File: src/rtl/sclk_gen_pkg.sv
package sclk_gen_pkg;

  typedef enum logic {
    LAW_POW2   = 1'b0,
    LAW_LINEAR = 1'b1
  } div_law_e;

  localparam int unsigned DEF_VAL_W = 8;
  localparam int unsigned DEF_EXP_W = 4;

endpackage

File: src/rtl/sclk_cfg_hold.sv
module sclk_cfg_hold
  import sclk_gen_pkg::*;
#(
  parameter int unsigned VAL_W = DEF_VAL_W
) (
  input  logic             clk_i,
  input  logic             rst_ni,
  input  logic             load_i,
  input  div_law_e         law_i,
  input  logic [VAL_W-1:0] val_i,
  output div_law_e         law_o,
  output logic [VAL_W-1:0] val_o
);

  div_law_e         law_q;
  logic [VAL_W-1:0] val_q;

  always_ff @(posedge clk_i) begin
    if (!rst_ni) begin
      law_q <= LAW_POW2;
      val_q <= '0;
    end else if (load_i) begin
      law_q <= law_i;
      val_q <= val_i;
    end
  end

  assign law_o = law_q;
  assign val_o = val_q;

endmodule

File: src/rtl/sclk_pow2_tap.sv
module sclk_pow2_tap #(
  parameter int unsigned EXP_W = 4
) (
  input  logic             clk_i,
  input  logic             rst_ni,
  input  logic             clr_i,
  input  logic             step_i,
  input  logic [EXP_W-1:0] exp_i,
  output logic             tog_o,
  output logic             tap_o
);

  localparam int unsigned CNT_W = 2 ** EXP_W;

  logic [CNT_W-1:0] cnt_q;
  logic [CNT_W-1:0] low_mask;

  // bits below the tap; all ones means the tap flips on the next step
  assign low_mask = ~({CNT_W{1'b1}} << exp_i);

  always_ff @(posedge clk_i) begin
    if (!rst_ni) begin
      cnt_q <= '0;
    end else if (clr_i) begin
      cnt_q <= '0;
    end else if (step_i) begin
      cnt_q <= cnt_q + 1'b1;
    end
  end

  assign tog_o = step_i && ((cnt_q & low_mask) == low_mask);
  assign tap_o = cnt_q[exp_i];

endmodule

File: src/rtl/sclk_lin_count.sv
module sclk_lin_count #(
  parameter int unsigned VAL_W = 8
) (
  input  logic             clk_i,
  input  logic             rst_ni,
  input  logic             clr_i,
  input  logic             step_i,
  input  logic [VAL_W-1:0] lim_i,
  output logic             tog_o
);

  logic [VAL_W-1:0] half_q;
  logic             at_lim;

  assign at_lim = (half_q == lim_i);

  always_ff @(posedge clk_i) begin
    if (!rst_ni) begin
      half_q <= '0;
    end else if (clr_i) begin
      half_q <= '0;
    end else if (step_i) begin
      if (at_lim) half_q <= '0;
      else        half_q <= half_q + 1'b1;
    end
  end

  assign tog_o = step_i && at_lim;

endmodule

File: src/rtl/sclk_rate_gen.sv
module sclk_rate_gen
  import sclk_gen_pkg::*;
#(
  parameter int unsigned VAL_W = DEF_VAL_W,
  parameter int unsigned EXP_W = DEF_EXP_W
) (
  input  logic             clk_i,
  input  logic             rst_ni,
  input  logic             run_i,
  input  logic             cpol_i,
  input  logic             lin_mode_i,
  input  logic [VAL_W-1:0] div_val_i,
  output logic             sclk_o,
  output logic             lead_o,
  output logic             trail_o
);

  div_law_e         cfg_law;
  logic [VAL_W-1:0] cfg_val;
  logic             lin_tog;
  logic             pow_tog;
  logic             pow_tap;
  logic             tog;
  logic             boundary;
  logic             restart;
  logic             act_q;
  logic             pol_q;
  logic             lead_q;
  logic             trail_q;

  // period boundary: the edge that brings the clock back to idle
  assign tog      = (cfg_law == LAW_LINEAR) ? lin_tog : pow_tog;
  assign boundary = run_i && tog && act_q;
  assign restart  = !run_i || boundary;

  sclk_cfg_hold #(.VAL_W(VAL_W)) u_cfg (
    .clk_i  (clk_i),
    .rst_ni (rst_ni),
    .load_i (restart),
    .law_i  (div_law_e'(lin_mode_i)),
    .val_i  (div_val_i),
    .law_o  (cfg_law),
    .val_o  (cfg_val)
  );

  sclk_lin_count #(.VAL_W(VAL_W)) u_lin (
    .clk_i  (clk_i),
    .rst_ni (rst_ni),
    .clr_i  (restart),
    .step_i (run_i),
    .lim_i  (cfg_val),
    .tog_o  (lin_tog)
  );

  sclk_pow2_tap #(.EXP_W(EXP_W)) u_pow (
    .clk_i  (clk_i),
    .rst_ni (rst_ni),
    .clr_i  (restart),
    .step_i (run_i),
    .exp_i  (cfg_val[EXP_W-1:0]),
    .tog_o  (pow_tog),
    .tap_o  (pow_tap)
  );

  always_ff @(posedge clk_i) begin
    if (!rst_ni) begin
      act_q   <= 1'b0;
      pol_q   <= 1'b0;
      lead_q  <= 1'b0;
      trail_q <= 1'b0;
    end else if (!run_i) begin
      act_q   <= 1'b0;
      pol_q   <= cpol_i;
      lead_q  <= 1'b0;
      trail_q <= 1'b0;
    end else begin
      lead_q  <= tog && !act_q;
      trail_q <= tog && act_q;
      if (tog) act_q <= !act_q;
    end
  end

  assign sclk_o  = act_q ^ pol_q;
  assign lead_o  = lead_q;
  assign trail_o = trail_q;

endmodule

File: config.mk
export PLATFORM = sky130hd
export DESIGN_NAME = sclk_rate_gen
export DESIGN_NICKNAME = d
export VERILOG_FILES = /design/src/rtl/sclk_gen_pkg.sv /design/src/rtl/sclk_cfg_hold.sv /design/src/rtl/sclk_pow2_tap.sv /design/src/rtl/sclk_lin_count.sv /design/src/rtl/sclk_rate_gen.sv
export SDC_FILE = /design/constraint.sdc
export NUM_CORES = 1
export LEC_CHECK = 0
export ABC_AREA = 1
export BUFFER_PORTS_ARGS = -buffer_cell sky130_fd_sc_hd__buf_2
export CAP_MARGIN = 20
export CORE_ASPECT_RATIO = 2
export CORE_MARGIN = 2
export CORE_UTILIZATION = 55
export CTS_CLUSTER_DIAMETER = 60
export CTS_CLUSTER_SIZE = 8
export DETAILED_ROUTE_END_ITERATION = 6
export PLACE_DENSITY = 0.74
export SLEW_MARGIN = 40
export SYNTH_ARGS = -nofsm -noshare
export SYNTH_HDL_FRONTEND = slang
export SYNTH_SLANG_ARGS = --single-unit
File: constraint.sdc
create_clock -name clk_i -period 1.71 [get_ports clk_i]
set_input_delay 0.171 -clock clk_i [delete_from_list [all_inputs] [get_ports clk_i]]
set_output_delay 0.171 -clock clk_i [all_outputs]
set_load 0.005 [all_outputs]
Word level (Yosys, flattened, before mapping):

Cells that the tools add are included.

* logic and storage cells: 30
* output and inout bits: 3
* register bits after elaboration: 37
* input port bits: 13

* $add $sub $neg: 2
* reduce and logical (&&, ||, !) cells: 11
* equal/unequal tests: 2
* shifts and indexed selects: 1
* bitwise operators: 4
* muxes and demuxes: 2

Operators with widths (count)
* adder 16 x 1 -> 16 bit, second input constant: 1
* bitwise AND 16 bit: 1
* equality test 16 bit: 1
* inverter 16 bit: 1
* left shift 16 x 4 -> 16 bit, first input constant: 1
* adder 8 x 1 -> 8 bit, second input constant: 1
* equality test 8 bit: 1
* 2-to-1 mux 8 bit: 1
* logical AND 1 bit: 6
* logical NOT 1 bit: 2
* AND reduction 2 bit: 1
* OR reduction 2 bit: 1
* logical OR 1 bit: 1
* 2-to-1 mux 1 bit: 1
* inverter 1 bit: 1
* bitwise XOR 1 bit: 1

Longest topological paths before layout:

Gate-level depths: netlist of run 1.

* depth in word-level cells: 10
* mapped depth: 15
* depth with buffers taken out: 14

By module:

From an unflattened synthesis of run 1, not the netlist that was laid out.

* cell total of the unflattened synthesis: 348
* area, all modules: 2268.4 um2

By module, submodules not included
* sclk_pow2_tap: seq. area each 320.3 um2, cells each 189, instances 1, area an instance 1128.6 um2
* sclk_lin_count: seq. area each 160.2 um2, cells each 75, instances 1, area an instance 500.5 um2
* sclk_cfg_hold: seq. area each 180.2 um2, cells each 57, instances 1, area an instance 446.7 um2
* sclk_rate_gen: seq. area each 80.1 um2, cells each 27, instances 1, area an instance 192.7 um2

Least setup slack after synthesis of run 1:

No wires, ideal clock.

* path type: register to register
* start: register u_cfg.val_q[1], in the netlist u_cfg.val_o[1]
* end: register u_cfg.law_q, in the netlist u_cfg.law_o
* data required time: 1.595 ns
* path buffers: 2
* arrival time: 1.392 ns
* cell stages (with the launch flop): 11
* library setup time: 0.115 ns
* period minus slack after synthesis: 1.507 ns
* setup slack: 0.203 ns
* path through: dfxtp_1 > buf_6 > xnor2_1 > nand2_1 > nor2_2 > nand2_2 > a21oi_4 > nand3_4 > buf_6 > a21oi_1 > nor2_1

* cells in the longest elaborated chain, start to end: 9
* elaborated cells between the ends (all ways): 11
* classes of those cells: eq/ne (2); shift (1); mux (1); bitwise (2); reduce/logical (5)

RTL lines
* start, declared: RTL line sclk_cfg_hold.sv:16 `logic [VAL_W-1:0] val_q;`
* start signal, assigned: RTL line sclk_cfg_hold.sv:24 `val_q <= val_i;`
* left shift 16 x 4 -> 16 bit: RTL line sclk_pow2_tap.sv:19 `assign low_mask = ~({CNT_W{1'b1}} << exp_i);`
* inverter 16 bit: RTL line sclk_pow2_tap.sv:19
* bitwise AND 16 bit: RTL line sclk_pow2_tap.sv:31 `assign tog_o = step_i && ((cnt_q & low_mask) == low_mask);`
* equality test 16 bit: RTL line sclk_pow2_tap.sv:31
* logical AND 1 bit: RTL line sclk_pow2_tap.sv:31
* 2-to-1 mux 1 bit (*): RTL line sclk_rate_gen.sv:32 `assign tog = (cfg_law == LAW_LINEAR) ? lin_tog : pow_tog;`
* logical AND 1 bit (*) (2 in series): RTL line sclk_rate_gen.sv:33 `assign boundary = run_i && tog && act_q;`
* logical OR 1 bit (*): RTL line sclk_rate_gen.sv:34 `assign restart = !run_i || boundary;`
* end signal, assigned: RTL line sclk_cfg_hold.sv:23 `law_q <= law_i;`
* end, declared: RTL line sclk_cfg_hold.sv:15 `div_law_e law_q;`

Mark *: on every way between the ends. The rest lies on a longest branch, timed or not.
A chain may end at the register's enable or synchronous reset.

Final worst setup path of run 1:

* start: register u_cfg.val_q[1], in the netlist u_cfg.val_o[1]
* end: register u_cfg.val_q[3], in the netlist u_cfg.val_o[3]

* cells in the longest elaborated chain, start to end: 9
* elaborated cells between the ends (all ways): 11
* classes of those cells: eq/ne (2); shift (1); mux (1); bitwise (2); reduce/logical (5)

RTL lines (RTL line)
* left shift 16 x 4 -> 16 bit: sclk_pow2_tap.sv:19
* inverter 16 bit: sclk_pow2_tap.sv:19
* bitwise AND 16 bit: sclk_pow2_tap.sv:31
* equality test 16 bit: sclk_pow2_tap.sv:31
* logical AND 1 bit: sclk_pow2_tap.sv:31
* 2-to-1 mux 1 bit (*): sclk_rate_gen.sv:32
* logical AND 1 bit (*) (2 in series): sclk_rate_gen.sv:33
* logical OR 1 bit (*): sclk_rate_gen.sv:34

Marks and branches as above.

==> impl_metrics.csv, run 1 <==
group,metric,value,unit
worst_setup_path,critical_path_class,"flop to flop",
sta,hold_viol,0,
sta,setup_tns,0,ns
worst_setup_path,path_max_fanout,8,
worst_setup_path,critPathSlowestCell,"dfxtp_4",
finish,fin_util,70.59,%
power,leakagePower,1.005,nW
cts,cts.htree.levels,2,
grt,grt.overflow.total,0,
cts,clkTransAtPathRegs,0.07,ns
sta,period_needed,1.678,ns
die,die_w,46.26,um
cts,cts-buffers-inserted,5,
power,total_power,1.862,mW
worst_setup_path,cpMostUsedCell,"nand2_1",
finish,layout_common_cells,"58 x nand2_1, 41 x nor2_1, 28 x dfxtp_1, 26 x inv_1, 21 x buf_4",
grt,antenna_found_initial,0,
die,fp.dieH,88.52,um
sta,slew_headroom,75.90,%
finish,multiInputGateArea,0.001085,mm2
detailed_routing,initialDrtViolationCount,50,
cts,cts_tree,"yes",
worst_setup_path,arrival,1.86,ns
sta,fmax,0.5960,GHz
worst_setup_path,end_kind,"flop",
grt,grt_max_degree,26,
finish,drive_above_1_share,26.54,%
finish,nets,323,
placed_design,io_buffer_count,15,
synthesis,synth-seq-cells,36,
cts,clk_path_buf_depth,2,
synthesis,synthTopCellsByArea,"dfxtp_1 37%, nand2_1 12%, nor2_1 8.0%",
worst_setup_path,cp_cell_sequence,"buf_6 -> nand3_1 -> nand2_1 -> nor2_1 -> nand2_1 -> nand2_1 -> nand2_1 -> nand2_2 -> nand3_4 -> buf_12 -> a21oi_1 -> nor2_1",
power,power_density,772.4,mW/mm2
run_status,status,"finished clean",
sta,grt_setup_unrepaired,"yes",
flow_run,maxCapViolations,0,
sta,final_max_slew_viol_count,0,
placed_design,place_congestion,0.8464,
cts,cts.sinks,36,
detailed_routing,vias_per_cell,5.157,
finish,final_area,0.002411,mm2
die,pin_count,16,
die,rows,30,
worst_setup_path,crit_path_max_incr_delay,0.40,ns
grt,grt_pass1_wl,7300,um
detailed_routing,final_antenna_net_count,0,
synthesis,yosys.area.top_type,"dfxtp_1",
synthesis,synth_cell_type_count,31,
detailed_routing,wl_per_cell,12.82,um
grt,grt_pass1_vias,1737,
detailed_routing,wl,4578,um
worst_setup_path,crit_path_start_kind,"flop",
grt,grt_usage,24.46,%
synthesis,seq_area_frac_synth,36.69,%
synthesis,ys_warn_count,0,
synthesis,synth_top_area_share,36.69,%
sta,worst_slew_pin_slew,0.3587,ns
placed_design,dp_hpwl,3302,um
synthesis,syn_area,0.001964,mm2
cts,insertion_delay,0.29,ns
synthesis,avgSynthCellArea,7.303,um2
die,die-area,0.004095,mm2
detailed_routing,vias,1841,
cts,cts-root-buf,"clkbuf_8",
sta,finalClockSkew,0.006271,ns
finish,seq_area,735.7,um2
detailed_routing,drtPass1Iterations,4,
placed_design,placedInstanceArea,0.002188,mm2
synthesis,synthCells,269,
finish,antennaDiodeCount,0,
sta,period_share,98.12,%
finish,fillerInstances,276,
die,initial_core_util,57.51,%
worst_setup_path,crit_required,1.90,ns
placed_design,place_ws,-0.05592,ns
sta,setup_ws,0.03207,ns
sta,setup-violations-final,0,
power,max-vdd-ir-drop,680.5,uV
finish,final_common_cell,"nand2_1",
hold_path,min_path_type,"primary input to flop",
die,core_area,0.003416,mm2
synthesis,syn-num-nets,284,
finish,synthToLayoutAreaGrowth,22.74,%
detailed_routing,drc_errors,0,
layout make-up:
| class | count | share of cell area, % |
|---|---|---|
| tap | 48 | 2.491 |
| sequential | 36 | 30.51 |
| clock buffer | 6 | 3.010 |
| inverter | 32 | 5.189 |
| multi-input combinational | 192 | 44.99 |
| timing repair buffer | 41 | 12.35 |
| clock inverter | 2 | 1.453 |
repair_timing:
action | 4_1_cts | 5_1_grt
cloned | 0 | 1
gates resized for setup | 3 | 28
setup buffers | 0 | 4
endpoints found under the setup margin | 32 | 34
hold buffers | 0 | 0
pin swaps | 0 | 7
final timing paths:
kind | from | end | slack, ns | cells after the start
worst max register to register | u_cfg.val_o[1]$_SDFFE_PN0P_ | u_cfg.val_o[3]$_SDFFE_PN0P_ | 0.03 | 12
worst min-delay path | lin_mode_i | u_cfg.law_o$_SDFFE_PN0P_ | 0.1 | 3
worst min register to register | u_pow.cnt_q[13]$_SDFFE_PP0P_ | u_pow.cnt_q[13]$_SDFFE_PP0P_ | 0.46 | 2
worst max-delay path | u_cfg.val_o[1]$_SDFFE_PN0P_ | u_cfg.val_o[3]$_SDFFE_PN0P_ | 0.03 | 12
through the flow:
step	hold WS, ns	std cells
after CTS	0.09093	352
final	0.09658	357
after detailed placement	0.3961	344
after global placement	0.3907	344
after floorplan	0.3027	269
after global routing	0.1053	357
Yosys cell counts (all sizes together):
library cell,instances
and2,1
nand3,20
buf,9
nor2,45
nand4,9
inv,32
o31ai,1
nand2,63
nor3,6
nor3b,2
a22oi,1
dfxtp,36
ha,2
o21ai,5
xnor2,5
nor4,1
o21bai,1
clkbuf,1
xor2,15
a21oi,14
power breakdown:
group	total, mW	internal, mW	switching (mW)
Clock	0.745	0.433	0.312
Combinational	0.228	0.100	0.128
Sequential	0.889	0.860	0.0290
registers in the layout, summed over array words and instances, names as in the netlist:
| signal | flops |
|---|---|
| u_pow.cnt_q | 15 |
| u_cfg.val_o | 8 |
| u_lin.half_q | 8 |
| act_q | 1 |
| lead_o | 1 |
| pol_q | 1 |
| trail_o | 1 |
| u_cfg.law_o | 1 |
worst max-delay path, delay by kind of cell (launching register included):
kind / cells / cell delay (ns)
AO/OA/AOI/OAI: 1 / 0.12
buffers and inverters: 2 / 0.32
flip-flops: 1 / 0.40
AND/OR/NAND/NOR: 9 / 0.76
metal layers:
metal,routed length (um),vias up,part of all wire (%),track usage [%]
li1,-,927,-,-
met1,1581,840,35,23.69
met2,2534,50,55,42.30
met3,136,24,3.0,3.673
met4,325,0,7.1,20.26
met5,0,-,0,0
cell families after synthesis:
logic type      Yosys count  share of synthesized area [%]
compound gates           22                          6.561
simple gates            147                          35.92
buf+inv                  42                          10.64
flops                    36                          36.69
xor+xnor                 20                          8.917
fa+ha+maj                 2                          1.274
Power figures use the tool's default switching activity.
==> run 2, diff against run 1 <==
- SYNTH_HIERARCHICAL: not set -> 1
==> impl_metrics.csv, run 2 <==
group,metric,value,unit
run_status,status,"finished with violations",
run_status,violations,"setup timing",
power,max-vdd-ir-drop,482.6,uV
detailed_routing,vias,2110,
cts,hold_buffers,0,
finish,antennaDiodeCount,0,
grt,antenna_found_initial,0,
grt,grt_pass1_vias,2219,
cts,cts.sinks,36,
synthesis,syn-num-nets,325,
die,die_w,47.51,um
cts,cts_tree,"yes",
worst_setup_path,crit_path_start_kind,"flop",
grt,grt_usage,28.74,%
die,fp.dieH,91.01,um
worst_setup_path,crit_family,"simple AND/OR/NAND/NOR gates",
detailed_routing,wl,5493,um
cts,insertion_delay,0.29,ns
detailed_routing,vias_per_cell,4.953,
sta,fmax,0.5000,GHz
sta,setup_tns,-7.246,ns
sta,setup-violations-final,35,
grt,grt_max_degree,19,
placed_design,place_congestion,0.8357,
worst_setup_path,critPathSlowestCell,"dfxtp_4",
sta,finalClockSkew,0.004982,ns
sta,period_needed,2.000,ns
finish,regMostFlops,"u_pow/cnt_q",
detailed_routing,initialDrtViolationCount,45,
detailed_routing,wl_per_cell,12.89,um
sta,worst_slew_pin_slew,0.4008,ns
finish,drive_above_1_share,35.28,%
worst_setup_path,end_kind,"flop",
cts,cts.htree.levels,2,
power,power_density,666.3,mW/mm2
power,leakagePower,1.297,nW
placed_design,numPlacedInstances,408,
finish,nets,391,
worst_setup_path,path_max_fanout,5,
sta,hold_viol,0,
sta,setup_ws,-0.2900,ns
worst_setup_path,cpMostUsedCell,"nand2_1",
cts,clk_path_buf_depth,2,
die,initial_core_util,57.72,%
finish,fillerInstances,293,
cts,clkTransAtPathRegs,0.07,ns
cts,cts-buffers-inserted,5,
finish,synthToLayoutAreaGrowth,32.09,%
flow_run,maxCapViolations,0,
sta,slew_headroom,73.07,%
detailed_routing,drtPass1Iterations,4,
sta,grt_setup_unrepaired,"yes",
finish,final_cell_count_no_fill,426,
worst_setup_path,crit_buf_inv,6,
detailed_routing,final_antenna_net_count,0,
die,core_area,0.003607,mm2
synthesis,synthCells,310,
placed_design,placedInstanceArea,0.002489,mm2
finish,layout_common_cells,"76 x nand2_1, 42 x inv_1, 42 x buf_4, 39 x nor2_1, 32 x dfxtp_1",
grt,grt_pass1_wl,9080,um
worst_setup_path,crit_required,1.94,ns
sta,period_share,117.0,%
worst_setup_path,cp_cell_sequence,"buf_6 -> nand2_1 -> nand2_1 -> nand2_1 -> nand2_1 -> nor2_1 -> nand2_1 -> a21oi_2 -> inv_1 -> nand2_2 -> nand3_4 -> buf_4 -> buf_6 -> buf_4 -> buf_4 -> nor2_1",
grt,grt.overflow.total,0,
synthesis,ys_warn_count,6,
placed_design,dp_hpwl,3928,um
worst_setup_path,crit_path_max_incr_delay,0.37,ns
finish,final_common_cell,"nand2_1",
die,die-area,0.004323,mm2
worst_setup_path,arrival,2.23,ns
placed_design,place_ws,-0.2377,ns
synthesis,syn_area,0.002082,mm2
die,rows,31,
finish,final_area,0.002750,mm2
detailed_routing,drc_errors,0,
cts,cts-root-buf,"clkbuf_8",
hold_path,min_path_type,"primary input to flop",
sta,timing.hold.ws,0.1697,ns
sta,final_max_slew_viol_count,0,
finish,largest_reg_flops,15,
die,pin_count,16,
synthesis,avgSynthCellArea,6.716,um2
worst_setup_path,critical_path_class,"flop to flop",
placed_design,io_buffer_count,15,
==> run 2: area by class of cell <==
cell class | instances | area [um2] | area share, %
multi-input cells | 219 | 1184 | 43.04
flip-flops and latches | 36 | 733.2 | 26.66
repair buffers | 67 | 503.0 | 18.29
inverters | 47 | 176.4 | 6.415
clock buffers | 6 | 82.58 | 3.003
well taps | 49 | 61.31 | 2.229
clock inverters | 2 | 10.01 | 0.3640
==> run 2: worst paths after layout <==
kind	from	endpoint	slack, ns	cells past startpoint
setup / recovery	u_cfg/val_o[2]$_SDFFE_PN0P_	trail_o$_SDFF_PN0_	-0.29	16
hold / removal	div_val_i[3]	u_cfg/val_o[3]$_SDFFE_PN0P_	0.17	5
setup reg to reg	u_cfg/val_o[2]$_SDFFE_PN0P_	trail_o$_SDFF_PN0_	-0.29	16
hold reg to reg	pol_q$_SDFFE_PN0N_	pol_q$_SDFFE_PN0N_	0.46	2
==> run 2: worst min-delay path: stages <==
cell     delay (ns)
buf_2          0.08
inv_1          0.03
nand2_1        0.04
nand2_1        0.05
nor2_2         0.06
==> run 2: power by group <==
group	internal [mW]	switching, mW	total [mW]
Sequential	0.860	0.0307	0.891
Combinational	0.144	0.166	0.310
Clock	0.321	0.310	0.632
Total	1.33	0.507	1.83
==> run 2: per-layer routing <==
metal,up-vias,GRT usage [%],share of wire (%)
li1,1071,-,-
met1,976,26.18,34
met2,42,50.90,59
met3,21,5.368,2.5
met4,0,19.44,4.7
met5,-,0,0
==> run 2: repair_timing <==
item                       CTS  global route
buffers inserted             8             3
cloned                       1             0
pin swaps                   11             4
setup endpoints to repair   32            35
resized for setup           19            12
==> run 2: per-stage QoR <==
stage | util, % | power, mW
after detailed placement | 68.99 | 1.173
after CTS | 74.78 | 1.825
after floorplan | - | 1.085
after global routing | 76.24 | 1.912
final | 76.24 | 1.832
after global placement | 68.99 | 1.165
==> run 3, diff against run 2 <==
- CORE_UTILIZATION: 55 -> 60
- MAX_ROUTING_LAYER: not set -> met4
- PLACE_DENSITY: 0.74 -> 0.79
==> impl_metrics.csv, run 3 (same netlist as run 2, synthesis figures left out) <==
group,metric,value,unit
finish,fillerInstances,259,
detailed_routing,drc_errors,0,
sta,fmax,0.5148,GHz
power,leakagePower,1.258,nW
sta,period_share,113.6,%
power,p_int,1.352,mW
power,total_power,1.821,mW
grt,grt_use_met2,52.62,%
power,p_switching,0.4688,mW
sta,grt_setup_unrepaired,"yes",
detailed_routing,vias,2057,
power,max-vdd-ir-drop,698.7,uV
cts,cts-buffers-inserted,5,
finish,final_area,0.002660,mm2
finish,final_common_cell,"nand2_1",
die,initial_core_util,62.32,%
placed_design,io_buffer_count,15,
power,p_seq_share,48.7,%
worst_setup_path,crit_path_max_incr_delay,0.36,ns
worst_setup_path,crit_buf_inv,4,
worst_setup_path,reg2reg_setup_slack,-0.23,ns
worst_setup_path,end_kind,"flop",
finish,layout_common_cells,"73 x nand2_1, 42 x inv_1, 40 x nor2_1, 39 x buf_4, 32 x dfxtp_1",
power,clkPwrFrac,35.5,%
cts,clk_path_buf_depth,2,
run_status,violations,"setup timing",
die,die_w,45.66,um
power,switching_share,25.75,%
worst_setup_path,critPathSlowestCell,"dfxtp_4",
die,die-area,0.003986,mm2
finish,synthToLayoutAreaGrowth,27.76,%
sta,slew_headroom,74.30,%
detailed_routing,initialDrtViolationCount,38,
cts,cts.sinks,36,
sta,setup_ws,-0.2324,ns
hold_path,min_path_type,"primary input to flop",
cts,cts-root-buf,"clkbuf_8",
sta,finalClockSkew,0.002638,ns
run_status,status,"finished with violations",
sta,setup-violations-final,32,
cts,cts_tree,"yes",
die,core_area,0.003341,mm2
placed_design,place_congestion,0.8819,
grt,grt_pass1_wl,8314,um
sta,hold_viol,0,
grt,grt_pass1_vias,2119,
die,pin_count,16,
grt,use_met3,4.564,%
worst_setup_path,cp_cell_sequence,"buf_12 -> nor2_4 -> nand2_1 -> nand2_1 -> nand2_1 -> nor2_1 -> nand2_1 -> a21oi_2 -> inv_1 -> nand2_2 -> nand3_2 -> nand2_2 -> buf_6 -> inv_2 -> nand2_2 -> o21bai_4 -> nor2_1",
die,fp.dieH,87.31,um
grt,antenna_found_initial,0,
power,combinationalPowerShare,15.8,%
sta,setup_tns,-4.682,ns
cts,insertion_delay,0.28,ns
placed_design,dp_hpwl,3720,um
worst_setup_path,path_max_fanout,8,
sta,timing.hold.ws,0.1787,ns
detailed_routing,drtPass1Iterations,4,
cts,cts.htree.levels,2,
grt,grt_usage,28.89,%
grt,grt_use_met1,24.61,%
grt,grt_max_degree,14,
grt,grt-busiest-layer,"met2",
detailed_routing,wl,4941,um
flow_run,maxCapViolations,0,
finish,drive_above_1_share,33.97,%
worst_setup_path,critical_path_class,"flop to flop",
cts,hold_buffers,0,
finish,regMostFlops,"u_pow/cnt_q",
worst_setup_path,cpMostUsedCell,"nand2_1",
finish,antennaDiodeCount,0,
finish,nets,383,
sta,period_needed,1.942,ns
sta,worst_slew_pin_slew,0.3825,ns
finish,largest_reg_flops,15,
grt,grt.overflow.total,0,
cts,clkTransAtPathRegs,0.07,ns
detailed_routing,final_antenna_net_count,0,
die,rows,30,
detailed_routing,wl_per_cell,12.35,um
placed_design,placedInstanceArea,0.002500,mm2
worst_setup_path,crit_required,1.88,ns
detailed_routing,vias_per_cell,5.143,
sta,final_max_slew_viol_count,0,
worst_setup_path,arrival,2.11,ns
worst_setup_path,crit_family,"simple AND/OR/NAND/NOR gates",
power,power_density,684.5,mW/mm2
worst_setup_path,crit_path_start_kind,"flop",
[run 3: worst register-to-register path: stages, from the launching register on]
cell and delay (ns):
dfxtp_4 0.36, buf_12 0.14, nor2_4 0.11, nand2_1 0.08, nand2_1 0.06, nand2_1 0.05
nor2_1 0.09, nand2_1 0.07, a21oi_2 0.12, inv_1 0.06, nand2_2 0.08, nand3_2 0.08
nand2_2 0.10, buf_6 0.12, inv_2 0.03, nand2_2 0.05, o21bai_4 0.16, nor2_1 0.08
[run 3: worst paths after layout]
check,startpoint,end,cells past startpoint
setup / recovery,u_cfg/val_o[2]$_SDFFE_PN0P_,u_lin/half_q[3]$_SDFFE_PP0P_,17
setup reg to reg,u_cfg/val_o[2]$_SDFFE_PN0P_,u_lin/half_q[3]$_SDFFE_PP0P_,17
hold / removal,div_val_i[7],u_cfg/val_o[7]$_SDFFE_PN0P_,5
hold reg to reg,pol_q$_SDFFE_PN0N_,pol_q$_SDFFE_PN0N_,2
[run 3: metrics by stage]
stage | instances | worst slack, ns | utilization, %
3_5_place_dp | 392 | -0.2250 | 74.83
5_1_grt | 400 | -0.4135 | 79.63
6_report | 400 | -0.2324 | 79.63
2_1_floorplan | 310 | -0.003390 | -
4_1_cts | 400 | -0.1975 | 78.84
3_3_place_gp | 392 | -0.1862 | 74.83
[run 3: layout make-up]
cell class | instances | area, um2 | area share (%)
inverter | 47 | 176.4 | 6.632
clock buffer | 7 | 96.34 | 3.622
tap | 32 | 40.04 | 1.505
timing repair buffer | 59 | 441.7 | 16.60
multi-input combinational | 219 | 1172 | 44.07
sequential | 36 | 733.2 | 27.56
[run 3: timing repair]
item	CTS	global route
buffers inserted	1	0
resized for setup	12	7
setup endpoints to repair	32	33
pin swaps	7	3
[run 3: power by group through the flow]
stage / clock network [mW] / registers, mW / logic [mW]
floorplan: 0 / 0.903 / 0.182
detailed placement: 0 / 0.907 / 0.269
global route: 0.679 / 0.890 / 0.321
finish: 0.646 / 0.887 / 0.288
CTS: 0.650 / 0.887 / 0.280
global placement: 0 / 0.906 / 0.262
[run 3: metal layers]
layer	vias up	part of all wire [%]
met3	19	2.0
met2	35	58
li1	1057	-
met5	-	0
met1	946	35
met4	0	4.6
